==> src/rtl/mbx_pkg.sv <==
package mbx_pkg;
  localparam int DATA_W = 16;
  localparam int BYTES  = DATA_W / 8;
  localparam int SEL_W  = 3;

  typedef logic [SEL_W-1:0] sel_t;
  localparam sel_t SEL_HI  = 3'd0;
  localparam sel_t SEL_LO  = 3'd1;
  localparam sel_t SEL_ALT = 3'd2;
  localparam sel_t SEL_CTL = 3'd3;
  localparam sel_t SEL_IRQ = 3'd4;

  typedef struct packed {
    logic abmh;
    logic mlck;
    logic wrdy;
    logic rrdy;
  } flags_t;

  typedef struct packed {
    logic rd_lo;
    logic wr_lo_b0;
    logic hi_b0;
    logic rd_alt;
    logic rd_irq;
  } port_ev_t;

  function automatic logic [DATA_W-1:0] flag_word(input flags_t f);
    return {{(DATA_W-4){1'b0}}, f};
  endfunction

  function automatic logic [DATA_W-1:0] read_mux(
    input logic stb, input logic wr, input sel_t sel,
    input logic [DATA_W-1:0] hi, input logic [DATA_W-1:0] lo,
    input flags_t f, input logic pend);
    logic [DATA_W-1:0] r;
    r = '0;
    if (stb && !wr) begin
      case (sel)
        SEL_HI:  r = hi;
        SEL_LO:  r = lo;
        SEL_ALT: r = flag_word(f);
        SEL_CTL: r = flag_word(f);
        SEL_IRQ: r = {{(DATA_W-1){1'b0}}, ~pend};
        default: r = '0;
      endcase
    end
    return r;
  endfunction
endpackage

==> src/rtl/mbx_port_dec.sv <==
module mbx_port_dec
  import mbx_pkg::*;
(
  input  logic             stb,
  input  logic             wr,
  input  sel_t             sel,
  input  logic [BYTES-1:0] be,
  output port_ev_t         ev,
  output logic [BYTES-1:0] hi_we,
  output logic [BYTES-1:0] lo_we
);
  logic is_rd, is_wr;
  assign is_rd = stb && !wr;
  assign is_wr = stb && wr;

  always_comb begin
    ev.rd_lo    = is_rd && (sel == SEL_LO);
    ev.wr_lo_b0 = is_wr && (sel == SEL_LO) && be[0];
    ev.hi_b0    = stb && (sel == SEL_HI) && be[0];
    ev.rd_alt   = is_rd && (sel == SEL_ALT);
    ev.rd_irq   = is_rd && (sel == SEL_IRQ);
    hi_we       = (is_wr && sel == SEL_HI) ? be : '0;
    lo_we       = (is_wr && sel == SEL_LO) ? be : '0;
  end
endmodule

==> src/rtl/mbx_store.sv <==
module mbx_store
  import mbx_pkg::*;
(
  input  logic              clk,
  input  logic              rst_n,
  input  logic [BYTES-1:0]  loc_hi_we,
  input  logic [BYTES-1:0]  loc_lo_we,
  input  logic [BYTES-1:0]  rem_hi_we,
  input  logic [BYTES-1:0]  rem_lo_we,
  input  logic [DATA_W-1:0] loc_wdata,
  input  logic [DATA_W-1:0] rem_wdata,
  output logic [DATA_W-1:0] msg_hi,
  output logic [DATA_W-1:0] msg_lo
);
  for (genvar b = 0; b < BYTES; b++) begin : g_lane
    always_ff @(posedge clk) begin
      if (!rst_n) begin
        msg_hi[b*8 +: 8] <= '0;
        msg_lo[b*8 +: 8] <= '0;
      end else begin
        if (loc_hi_we[b])      msg_hi[b*8 +: 8] <= loc_wdata[b*8 +: 8];
        else if (rem_hi_we[b]) msg_hi[b*8 +: 8] <= rem_wdata[b*8 +: 8];
        if (loc_lo_we[b])      msg_lo[b*8 +: 8] <= loc_wdata[b*8 +: 8];
        else if (rem_lo_we[b]) msg_lo[b*8 +: 8] <= rem_wdata[b*8 +: 8];
      end
    end
  end
endmodule

==> src/rtl/mbx_flags.sv <==
module mbx_flags
  import mbx_pkg::*;
(
  input  logic     clk,
  input  logic     rst_n,
  input  flags_t   set_req,
  input  port_ev_t loc_ev,
  input  port_ev_t rem_ev,
  output flags_t   flags,
  output flags_t   clr_req,
  output logic     rrdy_fall,
  output logic     wrdy_fall
);
  flags_t nxt;

  always_comb begin
    clr_req.rrdy = loc_ev.rd_lo | rem_ev.rd_lo;
    clr_req.wrdy = loc_ev.wr_lo_b0 | rem_ev.wr_lo_b0;
    clr_req.abmh = loc_ev.hi_b0 | rem_ev.hi_b0;
    clr_req.mlck = (loc_ev.rd_alt | rem_ev.rd_alt) & flags.wrdy;
    nxt = set_req | (flags & ~clr_req);
  end

  assign rrdy_fall = flags.rrdy & ~nxt.rrdy;
  assign wrdy_fall = flags.wrdy & ~nxt.wrdy;

  always_ff @(posedge clk) begin
    if (!rst_n) flags <= '0;
    else        flags <= nxt;
  end
endmodule

==> src/rtl/mbx_irq.sv <==
module mbx_irq #(
  parameter bit IRQ_EN = 1'b1
) (
  input  logic clk,
  input  logic rst_n,
  input  logic fall_any,
  input  logic ack,
  output logic pend
);
  if (IRQ_EN) begin : g_irq
    always_ff @(posedge clk) begin
      if (!rst_n)        pend <= 1'b0;
      else if (fall_any) pend <= 1'b1;
      else if (ack)      pend <= 1'b0;
    end
  end else begin : g_noirq
    logic unused;
    assign unused = fall_any ^ ack ^ clk ^ rst_n;
    assign pend = 1'b0;
  end
endmodule

==> src/rtl/mbx_msg_ctrl.sv <==
module mbx_msg_ctrl
  import mbx_pkg::*;
#(
  parameter bit IRQ_EN = 1'b1
) (
  input  logic              clk,
  input  logic              rst_n,
  input  logic              loc_stb,
  input  logic              loc_wr,
  input  logic [SEL_W-1:0]  loc_sel,
  input  logic [BYTES-1:0]  loc_be,
  input  logic [DATA_W-1:0] loc_wdata,
  output logic [DATA_W-1:0] loc_rdata,
  input  logic              rem_stb,
  input  logic              rem_wr,
  input  logic [SEL_W-1:0]  rem_sel,
  input  logic [BYTES-1:0]  rem_be,
  input  logic [DATA_W-1:0] rem_wdata,
  output logic [DATA_W-1:0] rem_rdata,
  output logic              msg_irq_n
);
  port_ev_t          loc_ev, rem_ev;
  logic [BYTES-1:0]  loc_hi_we, loc_lo_we, rem_hi_we, rem_lo_we;
  logic [DATA_W-1:0] msg_hi, msg_lo;
  flags_t            flags, set_req, clr_req;
  logic              rrdy_fall, wrdy_fall, irq_pend, irq_ack;

  mbx_port_dec u_loc_dec (
    .stb(loc_stb), .wr(loc_wr), .sel(loc_sel), .be(loc_be),
    .ev(loc_ev), .hi_we(loc_hi_we), .lo_we(loc_lo_we)
  );

  mbx_port_dec u_rem_dec (
    .stb(rem_stb), .wr(rem_wr), .sel(rem_sel), .be(rem_be),
    .ev(rem_ev), .hi_we(rem_hi_we), .lo_we(rem_lo_we)
  );

  assign set_req = (loc_stb && loc_wr && loc_sel == SEL_CTL && loc_be[0])
                 ? flags_t'(loc_wdata[3:0]) : '0;

  mbx_store u_store (
    .clk(clk), .rst_n(rst_n),
    .loc_hi_we(loc_hi_we), .loc_lo_we(loc_lo_we),
    .rem_hi_we(rem_hi_we), .rem_lo_we(rem_lo_we),
    .loc_wdata(loc_wdata), .rem_wdata(rem_wdata),
    .msg_hi(msg_hi), .msg_lo(msg_lo)
  );

  mbx_flags u_flags (
    .clk(clk), .rst_n(rst_n), .set_req(set_req),
    .loc_ev(loc_ev), .rem_ev(rem_ev), .flags(flags), .clr_req(clr_req),
    .rrdy_fall(rrdy_fall), .wrdy_fall(wrdy_fall)
  );

  assign irq_ack = loc_ev.rd_irq | rem_ev.rd_irq;

  mbx_irq #(.IRQ_EN(IRQ_EN)) u_irq (
    .clk(clk), .rst_n(rst_n), .fall_any(rrdy_fall | wrdy_fall),
    .ack(irq_ack), .pend(irq_pend)
  );

  assign loc_rdata = read_mux(loc_stb, loc_wr, loc_sel, msg_hi, msg_lo, flags, irq_pend);
  assign rem_rdata = read_mux(rem_stb, rem_wr, rem_sel, msg_hi, msg_lo, flags, irq_pend);
  assign msg_irq_n = ~irq_pend;

  logic unused_hi;
  assign unused_hi = ^loc_wdata[DATA_W-1:4] ^ ^clr_req;
endmodule

==> config.mk <==
export PLATFORM = sky130hd
export DESIGN_NAME = mbx_msg_ctrl
export DESIGN_NICKNAME = d
export VERILOG_FILES = /design/src/rtl/mbx_pkg.sv /design/src/rtl/mbx_port_dec.sv /design/src/rtl/mbx_store.sv /design/src/rtl/mbx_flags.sv /design/src/rtl/mbx_irq.sv /design/src/rtl/mbx_msg_ctrl.sv
export SDC_FILE = /design/constraint.sdc
export NUM_CORES = 1
export LEC_CHECK = 0
export CELL_PAD_IN_SITES_DETAIL_PLACEMENT = 1
export CELL_PAD_IN_SITES_GLOBAL_PLACEMENT = 1
export CORE_ASPECT_RATIO = 0.75
export CORE_UTILIZATION = 38
export DETAILED_ROUTE_END_ITERATION = 16
export DONT_BUFFER_PORTS = 1
export PLACE_DENSITY = 0.73
export SLEW_MARGIN = 20
export SYNTH_ARGS = -nofsm -noshare
export SYNTH_HDL_FRONTEND = slang
export SYNTH_SLANG_ARGS = --single-unit
==> constraint.sdc <==
create_clock -name clk -period 3.9 [get_ports clk]
set_clock_uncertainty 0.05 [all_clocks]
set_input_delay 0.195 -clock clk [delete_from_list [all_inputs] [get_ports clk]]
set_output_delay 0.195 -clock clk [all_outputs]
set_load 0.01 [all_outputs]
; Word level (Yosys, flattened, before mapping)
; Cells that the tools add are included.
[totals]
regBits = 37
inputBits = 48
elab_cells = 84
[classes]
eq_ne = 8
n_mux = 19
bitwise = 15
reduce_logical = 33
[op_table]
columns = operator, count
row1 = $pmux 16 s4, 2
row2 = $mux 8, 8
row3 = $mux 16, 2
row4 = $logic_and 1x1->1, 22
row5 = $eq 3x2->1 const B, 4
row6 = $reduce_bool 2->1, 5
row7 = $mux 2, 4
row8 = $eq 3x1->1 const B, 2
row9 = $eq 3x3->1 const B, 2
row10 = $logic_not 3->1, 2
row11 = $or 1x1->1, 6
row12 = $and 4x4->4, 1
row13 = $mux 4, 1
row14 = $not 4->4, 1
row15 = $or 4x4->4, 1
row16 = $reduce_or 2->1, 2
row17 = $and 1x1->1, 3
row18 = $not 1->1, 3
row19 = $logic_not 1->1, 2
row20 = $mux 1, 2

; Longest topological paths before layout
; Gate-level depths: netlist of the first run.
[logic_depth]
ltp_word = 12
depth_mapped = 6
depth_no_buf = 4

; Hierarchy
; A second synthesis of the first run with hierarchy kept.
[hier_totals]
cells_unflattened = 292
area_unflattened_um2 = 2910.3
[by_module_without_submodules]
columns = module, instances, cells_each, area_each_um2
row1 = mbx_store, 1, 139, 1739.2
row2 = mbx_msg_ctrl, 1, 101, 720.7
row3 = mbx_port_dec, 2, 13, 111.4
row4 = mbx_flags, 1, 23, 186.4
row5 = mbx_irq, 1, 3, 41.3

; Worst setup path after synthesis of the first run
; Ideal clock, no wire load.
[synth_timing]
path_type = input-to-output
startpoint = input port rem_sel[2]
endpoint = output port rem_rdata[10]
t_arrival_ns = 1.331
t_required_ns = 3.655
slack_ns = 2.324
path_stages = 6
path_buffers = 3
cell_sequence = buf_6 -> or3b_1 -> buf_2 -> or2_4 -> buf_6 -> nor2_1
[synth_between]
elab_chain_len = 4
[synth_rtl]
columns = element, line_no
row1 = from (decl), mbx_msg_ctrl.sv:16  ; input logic [SEL_W-1:0] rem_sel,
row2 = $eq 3x2->1, mbx_pkg.sv:39  ; case (sel)
row3 = $reduce_or 2->1 (no line), -
row4 = $pmux 16 s4 (*), mbx_pkg.sv:39
row5 = $mux 16 (*), mbx_pkg.sv:38  ; if (stb && !wr) begin
row6 = to (decl), mbx_msg_ctrl.sv:19  ; output logic [DATA_W-1:0] rem_rdata,
; Mark *: on every way between the ends. The rest lies on a longest branch, timed or not.

; Final worst setup path of the first run
[layout_timing]
startpoint = input port loc_wr
endpoint = output port loc_rdata[4]
[layout_between]
elab_chain_len = 3
[layout_rtl]
columns = element, line_no
row1 = from (decl), mbx_msg_ctrl.sv:9  ; input logic loc_wr,
row2 = $logic_not 1->1, mbx_pkg.sv:38
row3 = $logic_and 1x1->1, mbx_pkg.sv:38
row4 = $mux 16, mbx_pkg.sv:38
row5 = to (decl), mbx_msg_ctrl.sv:13  ; output logic [DATA_W-1:0] loc_rdata,
; No other way between the ends.

==> qor.log, run 1 <==
qor: outcome.status complete, no violations
qor: yosys.post_synth_instance_area 2370 um2
qor: finish.area_growth 3.64%
qor: yosys.synthFlopType dfxtp_1
qor: critical_path.timing.critical_path.to_type output pin
qor: pwr.power_density 284 nW/um2
qor: critical_path.critical_path.startpoint_type primary input
qor: routing.num_vias 2075
qor: finish.insertedDiodeCount 0
qor: die.dieHeight 70.4 um
qor: yosys.largest_family_of_logic_cells_by_synthesized_area multiplexers
qor: clocking.cts_buffers 5
qor: routing.route.detailed.drc 0
qor: yosys.synthXorXnorAreaFrac 0%
qor: critical_path.cp_slowest_stage_delay 0.82 ns
qor: routing.route.detailed.wl_per_inst 19.8 um
qor: global_route.grt_pass1_vias 2062
qor: clocking.clkTransAtPathRegs 0.07 ns
qor: critical_path.critical_path_arrival 1.36 ns
qor: global_route.grt_max_degree 30
qor: routing.drtAntennaViolNets 0
qor: critical_path.crit_buf_inv 0
qor: yosys.syn_area_per_cell 8.27 um2
qor: routing.drt-vias-per-instance 5.88
qor: yosys.synth_seq_cells 37
qor: critical_path.crit_path_cell_trace or4b_1 > nor2_1
qor: sta.maxClockFrequency 0.623 GHz
qor: yosys.synth_compound_area_share 18.1%
qor: critical_path.crit_family simple AND/OR/NAND/NOR gates
qor: finish.nets 322
qor: place.place.port_buffers 0
qor: yosys.synth.area.mux_share 27.0%
qor: yosys.synth_simple_gate_area_share 18.5%
qor: yosys.ys_async_sr_fraction 0%
qor: sta.setup_repair_after_global_routing_missed_its_margin no
qor: critical_path.r2r_setup_slack 2.97 ns
qor: yosys.ys_types 36
qor: critical_path.critical_path_class in -> out
qor: run.maxCapViolations 0
qor: routing.first_pass_detailed_route_iteration_total 4
qor: finish.utilization_after_layout 41.6%
qor: die.coreArea 5920 um2
qor: yosys.yosysWarningCount 0
qor: sta.worst_slew_margin_rel 35.2%
qor: pwr.power 0.698 mW
qor: yosys.synth-edff-count 0
qor: clocking.cts.htree.levels 2
qor: yosys.synth-seq-area-share 31.2%
qor: sta.report.final.hold_viol_count 0
qor: sta.timing.final.max_slew_violations 0
qor: clocking.cts_tree built
qor: pwr.max-vdd-ir-drop 0.196 mV
qor: global_route.grt_first_pass_wirelength 11.1 mm
qor: sta.period_share 41.2%
qor: clocking.post_cts_buffers 0
qor: yosys.synthesis.instances 287
qor: finish.layout_common_cells 63 x mux2i_1, 40 x nor2_1, 39 x a21oi_1, 37 x dfxtp_1, 34 x o21ai_0
qor: clocking.clock_tree.root_cell clkbuf_8
qor: hold_path.min_path_type in -> reg
qor: die.rows 24
qor: yosys.synthAdderAreaFrac 0%
qor: global_route.grt.total_usage 21.9%
qor: routing.detailedRoute.firstIterationViolations 69
qor: critical_path.cp_max_fo 13
qor: die.boundaryPins 81
qor: finish.drive_gt1_share 4.00%
qor: die.die-width 93.3 um
qor: clocking.clkSinkCount 37
qor: sta.timing.final.setup_violations 0
qor: die.initial_utilization 40.1%
qor: yosys.syn_nets 335
qor: routing.routed_wl 6.97 mm
qor: sta.finalWorstPathRequiredPeriod 1.60 ns
qor: place.dp_hpwl 4.96 mm
qor: global_route.grt_antenna_before_repair 0
qor: critical_path.cp.required 3.65 ns
qor: critical_path.slowest_stage or4b_1
qor: pwr.p_leak 0.839 nW
qor: die.fp.dieArea 6570 um2
qor: finish.final_common_cell mux2i_1
qor: clocking.cts.path.max_buffers 2
qor: sta.fin_tns_setup 0 ns
qor: clocking.insertion_delay 0.27 ns
qor: place.gp_congestion 0.779
qor: sta.tightestPinTransition 0.968 ns
qor: global_route.overflow 0
[metal layers]
| metal | global-route usage (%) | vias to the layer above | share of wire (%) |
|---|---|---|---|
| li1 | - | 1018 | - |
| met1 | 31.7 | 995 | 50 |
| met2 | 32.8 | 60 | 44 |
| met4 | 3.59 | 0 | 0.36 |
| met3 | 5.66 | 2 | 6.3 |
| met5 | 0 | - | 0 |
[stage by stage]
stage	cells	cell area [um2]	worst slack (ns)	hold slack (ns)
finish	353	2460	2.30	0.00818
CTS	353	2460	2.27	0.000132
detailed placement	344	2370	2.09	0.292
global route	353	2460	2.21	0.00373
global placement	344	2370	2.12	0.282
floorplan	287	2370	2.32	0.275
[cells in the mapped netlist, drive strengths merged, types with 2 or more instances]
cell | n | share of area (%)
nor4b | 2 | 0.74
o21ai | 34 | 7.2
or3b | 2 | 0.74
clkbuf | 9 | 1.4
nor2b | 3 | 0.79
nor3b | 4 | 1.5
buf | 12 | 3.3
nor2 | 40 | 6.3
and3 | 3 | 0.79
nand3 | 4 | 0.84
inv | 3 | 0.47
mux2i | 63 | 27
dfxtp | 37 | 31
nand3b | 4 | 1.3
a21oi | 39 | 8.2
and3b | 2 | 0.74
nand4 | 6 | 1.6
nand2 | 4 | 0.63
nand4b | 3 | 1.1
[layout make-up]
| cell class | instances | area [um2] |
|---|---|---|
| clock buffer | 8 | 80.1 |
| fill | 719 | 3460 |
| timing repair buffer | 1 | 10.0 |
| inverter | 3 | 11.3 |
| tap | 78 | 97.6 |
| sequential | 37 | 741 |
| multi-input combinational | 226 | 1520 |
[worst paths after layout]
kind | depth (start not counted) | startpoint | endpoint
setup reg to reg | 2 | u_flags.flags[1] | u_flags.flags[2]
hold / removal | 2 | rst_n | u_store.msg_hi[0]
hold reg to reg | 2 | u_flags.flags[0] | u_flags.flags[0]
setup / recovery | 2 | loc_wr | loc_rdata[4]
[cells by family (layout without fill, tap and decap cells)]
family | Yosys count | in the layout
buffers and inverters | 24 | 12
AO/OA/AOI/OAI | 81 | 81
AND/OR/NAND/NOR | 81 | 81
flip-flops | 37 | 37
multiplexers | 64 | 64
[where the power goes]
group	switching, mW	leakage, nW	internal, mW
registers	0.00531	0.299	0.384
logic	0.0247	0.501	0.0283
clock network	0.128	0.0395	0.127
[state kept, by name (all words and copies together) (netlist names)]
| signal | count |
|---|---|
| u_store.msg_hi | 16 |
| u_store.msg_lo | 16 |
| u_irq.pend | 1 |
| u_flags.flags | 4 |
[what timing repair did]
item	CTS	global route
hold endpoints to repair	13	0
hold buffers	1	0
resized for setup	0	0
(Power assumes the default switching activity.)
==> run 2, diff against run 1 <==
==> constraint.sdc (replaced) <==
create_clock -name clk -period 1.5 [get_ports clk]
set_clock_uncertainty 0.05 [all_clocks]
set_input_delay 0.075 -clock clk [delete_from_list [all_inputs] [get_ports clk]]
set_output_delay 0.075 -clock clk [all_outputs]
set_load 0.01 [all_outputs]
==> run 2 against run 1 <==
Register-to-register slack lost 2.8 ns; final cell count rose by 15%; flip-flop and latch count is the same; routed wire length up 16%.
==> qor.log, run 2 (synthesized netlist as in run 1, its figures left out) <==
qor: place.placed_cells 354 [+2.9%]
qor: finish.layout_common_cells 63 x mux2i_1, 43 x dlygate4sd3_1, 40 x nor2_1, 39 x a21oi_1, 36 x dfxtp_1
qor: finish.sequential_cell_area 742 um2 [+0.17%]
qor: pwr.p_leak 1.11 nW [+32%]
qor: place.dp_hpwl 5.25 mm [+5.8%]
qor: die.fp.dieArea 6570 um2 [unchanged]
qor: die.boundaryPins 81 [unchanged]
qor: clocking.cts_tree built
qor: hold_path.min_path_cells 3 [+1]
qor: die.die-width 93.3 um [unchanged]
qor: sta.report.final.hold_viol_count 0 [unchanged]
qor: clocking.cts_buffers 5 [unchanged]
qor: place.place.port_buffers 0 [unchanged]
qor: routing.drtAntennaViolNets 0 [unchanged]
qor: sta.setup_repair_after_global_routing_missed_its_margin yes
qor: clocking.insertion_delay 0.28 ns [about the same]
qor: sta.worst_slew_margin_rel 78.0% [+43 points]
qor: finish.multi_input_area 1520 um2 [unchanged]
qor: critical_path.cp.required 1.37 ns [-2.28 ns]
qor: run.maxCapViolations 0 [unchanged]
qor: sta.timing.final.setup_violations 0 [unchanged]
qor: sta.period_share 97.9%
qor: hold_path.min_path_type in -> reg
qor: global_route.grt_max_degree 42 [+40%]
qor: sta.worst_hold_slack 0.0118 ns [+0.00365 ns]
qor: place.placed_cell_area 2470 um2 [+4.2%]
qor: sta.tightestPinTransition 0.321 ns [-0.647 ns]
qor: place.gp_congestion 0.777 [-0.27%]
qor: sta.final.setup.worst_slack 0.0310 ns [-2.26 ns]
qor: outcome.status complete, no violations
qor: critical_path.reg2reg_depth 3 [+1]
qor: finish.instances_no_fill 406 [+15%]
qor: pwr.power_density 637 nW/um2 [+120%]
qor: sta.fin_tns_setup 0 ns [unchanged]
qor: finish.insertedDiodeCount 0 [unchanged]
qor: global_route.overflow 0 [unchanged]
qor: finish.drive_gt1_share 7.93% [+3.9 points]
qor: finish.final_common_cell mux2i_1
qor: critical_path.crit_path_cell_trace mux2_2 > mux2i_1 > o22ai_1 > and3b_1
qor: clocking.clkSinkCount 37 [unchanged]
qor: sta.finalWorstPathRequiredPeriod 1.47 ns
qor: routing.detailedRoute.firstIterationViolations 131 [+90%]
qor: clocking.cts.htree.levels 2 [unchanged]
qor: sta.timing.final.max_slew_violations 0 [unchanged]
qor: critical_path.cp_slowest_stage_delay 0.35 ns [-0.47 ns]
qor: critical_path.cp_max_fo 3 [-10]
qor: critical_path.critical_path.startpoint_type flop
qor: routing.first_pass_detailed_route_iteration_total 4 [unchanged]
qor: die.rows 24 [unchanged]
qor: routing.route.detailed.wl_per_inst 19.9 um [+0.75%]
qor: critical_path.slowest_stage dfxtp_2
qor: global_route.grt_pass1_vias 2552 [+24%]
qor: finish.final.fill_count 704 [-2.1%]
qor: sta.maxClockFrequency 0.681 GHz
qor: finish.nets 377 [+17%]
qor: die.dieHeight 70.4 um [unchanged]
qor: global_route.grt.total_usage 25.8% [+3.9 points]
qor: pwr.max-vdd-ir-drop 0.372 mV [+89%]
qor: routing.route.detailed.drc 0 [unchanged]
qor: routing.drt-vias-per-instance 5.83 [-0.90%]
qor: global_route.grt_first_pass_wirelength 13.2 mm [+19%]
qor: finish.stdcell_area 3010 um2 [+23%]
qor: finish.utilization_after_layout 51.0% [+9.4 points]
qor: critical_path.critical_path_class reg -> out
qor: critical_path.timing.critical_path.to_type output pin
qor: finish.biggestRegsByFlops u_store.msg_hi (16), u_store.msg_lo (16), u_flags.flags (4)
qor: clocking.cts.path.max_buffers 2 [unchanged]
qor: critical_path.critical_path_arrival 1.34 ns [-0.02 ns]
qor: finish.area_growth 27.0%
qor: pwr.power 1.92 mW [+180%]
qor: clocking.clock_tree.root_cell clkbuf_8
qor: global_route.grt_antenna_before_repair 0 [unchanged]
qor: routing.routed_wl 8.08 mm [+16%]
qor: place.preCtsSetupSlack 0.166 ns [-1.92 ns]
qor: die.initial_utilization 40.1% [unchanged]
qor: die.coreArea 5920 um2 [unchanged]
qor: routing.num_vias 2365 [+14%]
qor: clocking.clkTransAtPathRegs 0.07 ns [about the same]
==> run 2: layout make-up <==
class | count | area share [%]
clock buffer | 5 | 2.28
clock inverter | 1 | 0.166
inverter | 3 | 0.374
multi-input combinational | 226 | 50.4
sequential | 37 | 24.6
tap | 78 | 3.24
timing repair buffer | 56 | 18.9
==> run 2: final timing paths <==
check,start,endpoint,slack (ns)
max,u_store.msg_hi[0],loc_rdata[0],0.03
min,loc_be[0],u_flags.flags[3],0.01
max reg2reg,u_store.msg_lo[15],u_store.msg_lo[15],0.22
min reg2reg,u_flags.flags[2],u_flags.flags[2],0.47
==> run 2: worst max-delay path: cells and delay by family (launching register included) <==
family          cells  cell delay, ns
flops               1            0.35
compound gates      1            0.09
simple gates        1            0.20
mux                 2            0.43
==> run 2: layer usage <==
layer	track usage (%)	wire [um]	up-vias
li1	-	-	1138
met1	35.0	3700	1140
met3	6.32	562	13
met5	0	0	-
met4	8.03	95	0
met2	40.0	3720	74
==> run 2: report_power, final <==
group / switching (mW) / internal, mW / leakage, nW
Combinational: 0.107 / 0.147 / 0.768
Clock: 0.348 / 0.306 / 0.0399
Sequential: 0.0137 / 1.00 / 0.299
==> run 2: timing repair <==
item,4_1_cts,5_1_grt
endpoints found under the setup margin,0,7
hold buffers,44,0
setup buffers,0,2
gates resized for setup,0,2
hold endpoints to repair,37,0
